`config.mk`:
```
export PLATFORM = sky130hd
export DESIGN_NAME = bmdma_regs
export DESIGN_NICKNAME = d
export VERILOG_FILES = /design/src/rtl/bmdma_regs.sv
export SDC_FILE = /design/constraint.sdc
export NUM_CORES = 1
export LEC_CHECK = 0
export BUFFER_PORTS_ARGS = -buffer_cell sky130_fd_sc_hd__buf_4
export CAP_MARGIN = 20
export CELL_PAD_IN_SITES_DETAIL_PLACEMENT = 2
export CELL_PAD_IN_SITES_GLOBAL_PLACEMENT = 2
export CORE_MARGIN = 4
export CORE_UTILIZATION = 27
export CTS_BUF_LIST = sky130_fd_sc_hd__clkbuf_16
export DETAILED_ROUTE_END_ITERATION = 8
export PLACE_DENSITY_LB_ADDON = 0.25
export SLEW_MARGIN = 20
export SYNTH_ARGS = -nofsm -noshare
export SYNTH_HDL_FRONTEND = slang
export SYNTH_SLANG_ARGS = --single-unit
```
`constraint.sdc`:
```
create_clock -name clk -period 1.69 [get_ports clk]
set_input_delay 0.338 -clock clk [delete_from_list [all_inputs] [get_ports clk]]
set_output_delay 0.338 -clock clk [all_outputs]
set_load 0.02 [all_outputs]
```
`src/rtl/bmdma_regs.sv`:
```
module bmdma_regs #(
  parameter int ADDR_W = 3,
  parameter logic [ADDR_W-1:0] CMD_OFS  = 3'd0,
  parameter logic [ADDR_W-1:0] STAT_OFS = 3'd2,
  parameter logic [ADDR_W-1:0] PTR_OFS  = 3'd4
) (
  input  logic              clk,
  input  logic              rst_n,
  input  logic              wr_en,
  input  logic              rd_en,
  input  logic [ADDR_W-1:0] addr,
  input  logic [31:0]       wr_data,
  input  logic [3:0]        wr_be,
  output logic [31:0]       rd_data,
  output logic              rd_valid,
  input  logic              eng_done,
  input  logic              eng_fault,
  output logic              xfer_go,
  output logic              dir_to_mem,
  output logic [31:0]       tbl_ptr,
  output logic              irq_pending,
  output logic              end_valid,
  output logic              end_ok,
  output logic [7:0]        end_code
);

  localparam logic [2:0] CLEAN_FLAGS = 3'b100;

  logic       go_q, dir_q, busy_q, err_q, irq_q;
  logic [1:0] cap_q;
  logic [31:0] ptr_q;

  logic wr_cmd, wr_stat, wr_ptr;
  logic go_rise, go_stop, eng_evt;
  logic [7:0] cmd_byte, stat_byte;

  assign wr_cmd  = wr_en && (addr == CMD_OFS)  && wr_be[0];
  assign wr_stat = wr_en && (addr == STAT_OFS) && wr_be[0];
  assign wr_ptr  = wr_en && (addr == PTR_OFS);

  assign go_rise = wr_cmd && !go_q &&  wr_data[0];
  assign go_stop = wr_cmd &&  go_q && !wr_data[0];
  assign eng_evt = busy_q && (eng_done || eng_fault);

  assign cmd_byte  = {4'b0, dir_q, 2'b0, go_q};
  assign stat_byte = {1'b0, cap_q, 2'b0, irq_q, err_q, busy_q};

  // command register
  always_ff @(posedge clk or negedge rst_n) begin
    if (!rst_n) begin
      go_q  <= 1'b0;
      dir_q <= 1'b0;
    end else if (wr_cmd) begin
      go_q <= wr_data[0];
      if (!busy_q) dir_q <= wr_data[3];
    end
  end

  // busy flag follows the engine
  always_ff @(posedge clk or negedge rst_n) begin
    if (!rst_n)       busy_q <= 1'b0;
    else if (go_rise) busy_q <= 1'b1;
    else if (go_stop) busy_q <= 1'b0;
    else if (eng_evt) busy_q <= 1'b0;
  end

  // sticky flags, set wins over write-one-to-clear
  always_ff @(posedge clk or negedge rst_n) begin
    if (!rst_n) begin
      err_q <= 1'b0;
      irq_q <= 1'b0;
    end else begin
      if (busy_q && eng_fault)            err_q <= 1'b1;
      else if (wr_stat && wr_data[1])     err_q <= 1'b0;
      if (eng_evt)                        irq_q <= 1'b1;
      else if (wr_stat && wr_data[2])     irq_q <= 1'b0;
    end
  end

  always_ff @(posedge clk or negedge rst_n) begin
    if (!rst_n)       cap_q <= 2'b0;
    else if (wr_stat) cap_q <= wr_data[6:5];
  end

  // descriptor table pointer, per-lane writes
  for (genvar b = 0; b < 4; b++) begin : g_ptr_lane
    always_ff @(posedge clk or negedge rst_n) begin
      if (!rst_n)                 ptr_q[8*b +: 8] <= 8'h0;
      else if (wr_ptr && wr_be[b]) ptr_q[8*b +: 8] <= wr_data[8*b +: 8];
    end
  end

  // end-of-transfer verdict
  always_ff @(posedge clk or negedge rst_n) begin
    if (!rst_n) begin
      end_valid <= 1'b0;
      end_ok    <= 1'b0;
      end_code  <= 8'h0;
    end else begin
      end_valid <= go_stop;
      if (go_stop) begin
        end_ok   <= (stat_byte[2:0] == CLEAN_FLAGS);
        end_code <= (stat_byte[2:0] == CLEAN_FLAGS) ? 8'h00 : (8'h10 | stat_byte);
      end
    end
  end

  // read port
  always_ff @(posedge clk or negedge rst_n) begin
    if (!rst_n) begin
      rd_valid <= 1'b0;
      rd_data  <= 32'h0;
    end else begin
      rd_valid <= rd_en;
      if (rd_en) begin
        if (addr == CMD_OFS)       rd_data <= {24'h0, cmd_byte};
        else if (addr == STAT_OFS) rd_data <= {24'h0, stat_byte};
        else if (addr == PTR_OFS)  rd_data <= {ptr_q[31:2], 2'b00};
        else                       rd_data <= 32'h0;
      end
    end
  end

  assign xfer_go     = go_q;
  assign dir_to_mem  = dir_q;
  assign tbl_ptr     = {ptr_q[31:2], 2'b00};
  assign irq_pending = irq_q;

  assert_busy_on_start_R2: assert property (@(posedge clk) disable iff (!rst_n)
    $rose(xfer_go) |-> stat_byte[0]);

  assert_dir_hold_R3: assert property (@(posedge clk) disable iff (!rst_n)
    busy_q |=> $stable(dir_to_mem));

  assert_done_flags_R4: assert property (@(posedge clk) disable iff (!rst_n)
    (busy_q && eng_done && !go_stop) |=> (!busy_q && irq_pending));

  assert_fault_flags_R4: assert property (@(posedge clk) disable iff (!rst_n)
    (busy_q && eng_fault) |=> (err_q && irq_pending));

  assert_read_latency_R8: assert property (@(posedge clk) disable iff (!rst_n)
    rd_en |=> rd_valid);

  assert_clean_code_R9: assert property (@(posedge clk) disable iff (!rst_n)
    (end_valid && end_ok) |-> (end_code == 8'h00));

  assert_stop_idle_R9: assert property (@(posedge clk) disable iff (!rst_n)
    end_valid |-> !busy_q);

endmodule

```
==> flow_metrics.tcl <==
set metrics [dict create \
    dieWidth_um 116 \
    synth-main-ff-cell "dfrtp_1" \
    worstPathCellList "or4b_4 -> nor3_4 -> buf_4 -> mux2_4" \
    critical_path_startpoint_category "register" \
    tritoncts "done" \
    final.hold.worst_slack_ps 32.5 \
    max_cap_viol_count 0 \
    static-leakage-power_nw 2.22 \
    first_global_vias 2759 \
    path_delay_family "simple AND/OR/NAND/NOR gates" \
    synth_top_cell_area_share 0.623 \
    syn-mean-instance-area_sq_um 11.8 \
    antenna_cells_inserted 0 \
    cts_htree_levels 3 \
    post_route_setup_tns_ps 0 \
    path_buf_inv 1 \
    firstDrtPassIters 4 \
    nNetsFinal 444 \
    synthTopCellsByArea "dfrtp_1 (62%), mux2_2 (13%), o21ai_0 (4.8%)" \
    tritoncts_num_sinks 78 \
    synth_compound_area_frac 0.0735 \
    routed_wire_length_per_instance_um 17.5 \
    core_region_area_sq_um 11400 \
    top_count_cell_post_synth "dfrtp_1" \
    finalSetupViolCount 0 \
    io-pin-count 123 \
    track_usage 0.147 \
    grt_pass1_wl_um 15000 \
    drive_gt1_frac 0.468 \
    synth_largest_area_cell "dfrtp_1" \
    insertion_delay_to_the_later_sink_of_the_worst_skew_pair_ps 330 \
    ctsLongestPathBuffers 2 \
    mappedNetlistArea_sq_um 3130 \
    count_of_fill_cells_added_during_filler_insertion 1215 \
    synth_seq_cells 78 \
    timing.critical_path.required_ps 1900 \
    drtAntennaViolNets 0 \
    die-height_um 116 \
    numCtsBuffers 9 \
    main_combinational_cell_family_by_area_after_synthesis "multiplexers" \
    synthTopCellsByCount "dfrtp_1 (78), inv_1 (37), mux2_2 (37)" \
    synth_mux_area_frac 0.149 \
    timing_max_transition_violations_final 0 \
    num_vias 2433 \
    timing.final.crit_period_ps 1650 \
    power_density_over_the_cells_nw_per_um2 1190 \
    routed_via_density 4.45 \
    critical_path.max_fanout 4 \
    drt_iter0_markers 112 \
    reg2reg_depth 4 \
    endpoint_kind "register" \
    root_buffer_selected_by_cts "clkbuf_16" \
    post_cts.repair.setup_buffers 0 \
    port-buffer-count 118 \
    setup_skew_after_layout_ps 6.57 \
    grt_antenna_before_repair 0 \
    crit_slowest_cell "or4b_4" \
    synth.lib_cells_used.distinct 29 \
    adder_and_majority_cell_fraction_of_the_synthesized_area 0 \
    die_area_sq_um 13400 \
    arrival_ps 1860 \
    post_cts_hold_buffer_count 0 \
    postSynthCellCount 266 \
    worstSetupPathType "register to register" \
    holdCritPathClass "input port to asynchronous set/reset pin" \
    async_flop_share 1.00 \
    worstSetupPathDepth 4 \
    period_share 0.975 \
    clock.fmax_mhz 607 \
    cpPeakStageDelay_ps 490 \
    globalRoute.totalOverflow 0 \
    power.ir.vdd_worst_mv 0.382 \
    synthSimpleGateAreaFrac 0.0871 \
    grt_max_degree 79 \
    yosys_warnings 0 \
    ys_seq_area_frac 0.623 \
    unrepaired_setup_endpoints_after_global_routing "true" \
    status "finished, final reports clean" \
    route.final.wire_length_um 9600 \
    pnr_total_power_w 0.00546 \
    layout-area-overhead-vs-synth_pct 46.7 \
    post_synth_xor_area_fraction 0 \
    detailed_place_hpwl_um 6970 \
    post-route-drc-count 0 \
    hold_viol_final 0 \
    synth-edff-count 0 \
    floorplan.initialDensity 0.276 \
    gp_congestion 0.712 \
    rows 39 \
    postCtsResizedCells 0 \
    cts.reportedPaths.clkPinSlew_ps 60 \
]
==> routing by layer <==
metal  routed length (um)  vias to the layer above  global-route usage
met5                    0                        -                   0
met4                   90                        0              0.0441
met3                  536                        6              0.0371
met2                 5050                       60               0.258
met1                 3920                     1226               0.180
li1                     -                     1141                   -
==> layout make-up <==
class                      instances  area [sq um]  area share
clock buffer                       9           225      0.0490
timing repair buffer             133          1020       0.223
multi-input combinational        140          1010       0.220
clock inverter                     7          65.1      0.0142
sequential                        78          1950       0.425
inverter                          37           139      0.0302
tap                              143           179      0.0389
==> worst reg2reg max path: stages (launching register included) <==
cell     delay, ps
dfrtp_2        390
or4b_4         490
nor3_4         180
buf_4          170
mux2_4         300
==> flip-flops by register name, indices dropped and copies added (netlist names), 2 cells and up <==
signal / flops
cap_q: 2
end_code: 6
rd_data: 32
tbl_ptr: 30
==> cells by family after synthesis <==
group | after synthesis
compound gates | 41
buf+inv | 51
flops | 78
mux | 42
other cells | 1
simple gates | 53
==> per-stage QoR <==
| stage | util | area, sq um | setup WS [ps] | instances |
|---|---|---|---|---|
| finish | 0.404 | 4600 | 42.7 | 547 |
| global route | 0.404 | 4600 | -18.7 | 547 |
| CTS | 0.403 | 4580 | 12.1 | 545 |
| detailed placement | 0.377 | 4290 | -118 | 529 |
| global placement | 0.377 | 4290 | -90.7 | 529 |
| floorplan | - | 3160 | -99.0 | 269 |
==> cells in the final DEF, fill, tap and decap left out <==
master / synthesis / layout
mux2i_1: 5 / 5
and4_1: 1 / 1
clkinv_1: 0 / 2
nor3b_1: 1 / 1
nor2_1: 3 / 3
nand2b_1: 1 / 1
conb_1: 1 / 4
and3b_1: 1 / 1
o32ai_1: 1 / 1
nand3b_1: 2 / 2
bufinv_16: 0 / 1
nor3_4: 1 / 1
a31oi_1: 1 / 1
a21o_1: 1 / 1
nand3_1: 1 / 1
mux2_4: 0 / 3
dfrtp_1: 78 / 77
o21ai_0: 30 / 30
dfrtp_2: 0 / 1
inv_1: 37 / 37
nand2_1: 33 / 33
o22ai_1: 4 / 4
clkinv_4: 0 / 2
or3b_2: 1 / 1
clkinv_2: 0 / 2
or4b_4: 1 / 1
nor4bb_4: 0 / 1
buf_4: 4 / 131
clkbuf_16: 0 / 9
a221o_1: 1 / 1
nand4_1: 3 / 3
buf_12: 0 / 2
a22oi_1: 3 / 3
nor2b_1: 3 / 3
mux2_2: 37 / 34
==> power breakdown <==
part | total (W) | internal (W) | switching, W | leakage [nW]
sequential | 0.00234 | 0.00213 | 0.000206 | 0.990
combinational | 0.00122 | 0.000591 | 0.000632 | 1.09
clock | 0.00190 | 0.00113 | 0.000767 | 0.144
==> path summary, 6_finish.rpt <==
path                                   from  slack, ps          end
worst max register to register      xfer_go         40  end_code[1]
max in group asynchronous             rst_n       1320      xfer_go
min in group clk                wr_data[18]        240  tbl_ptr[18]
worst min-delay path                  rst_n         30  end_code[6]
worst min register to register  tbl_ptr[13]        510  rd_data[13]
worst max-delay path                xfer_go         40  end_code[1]
No activity file was read; power rests on OpenSTA's default activity.
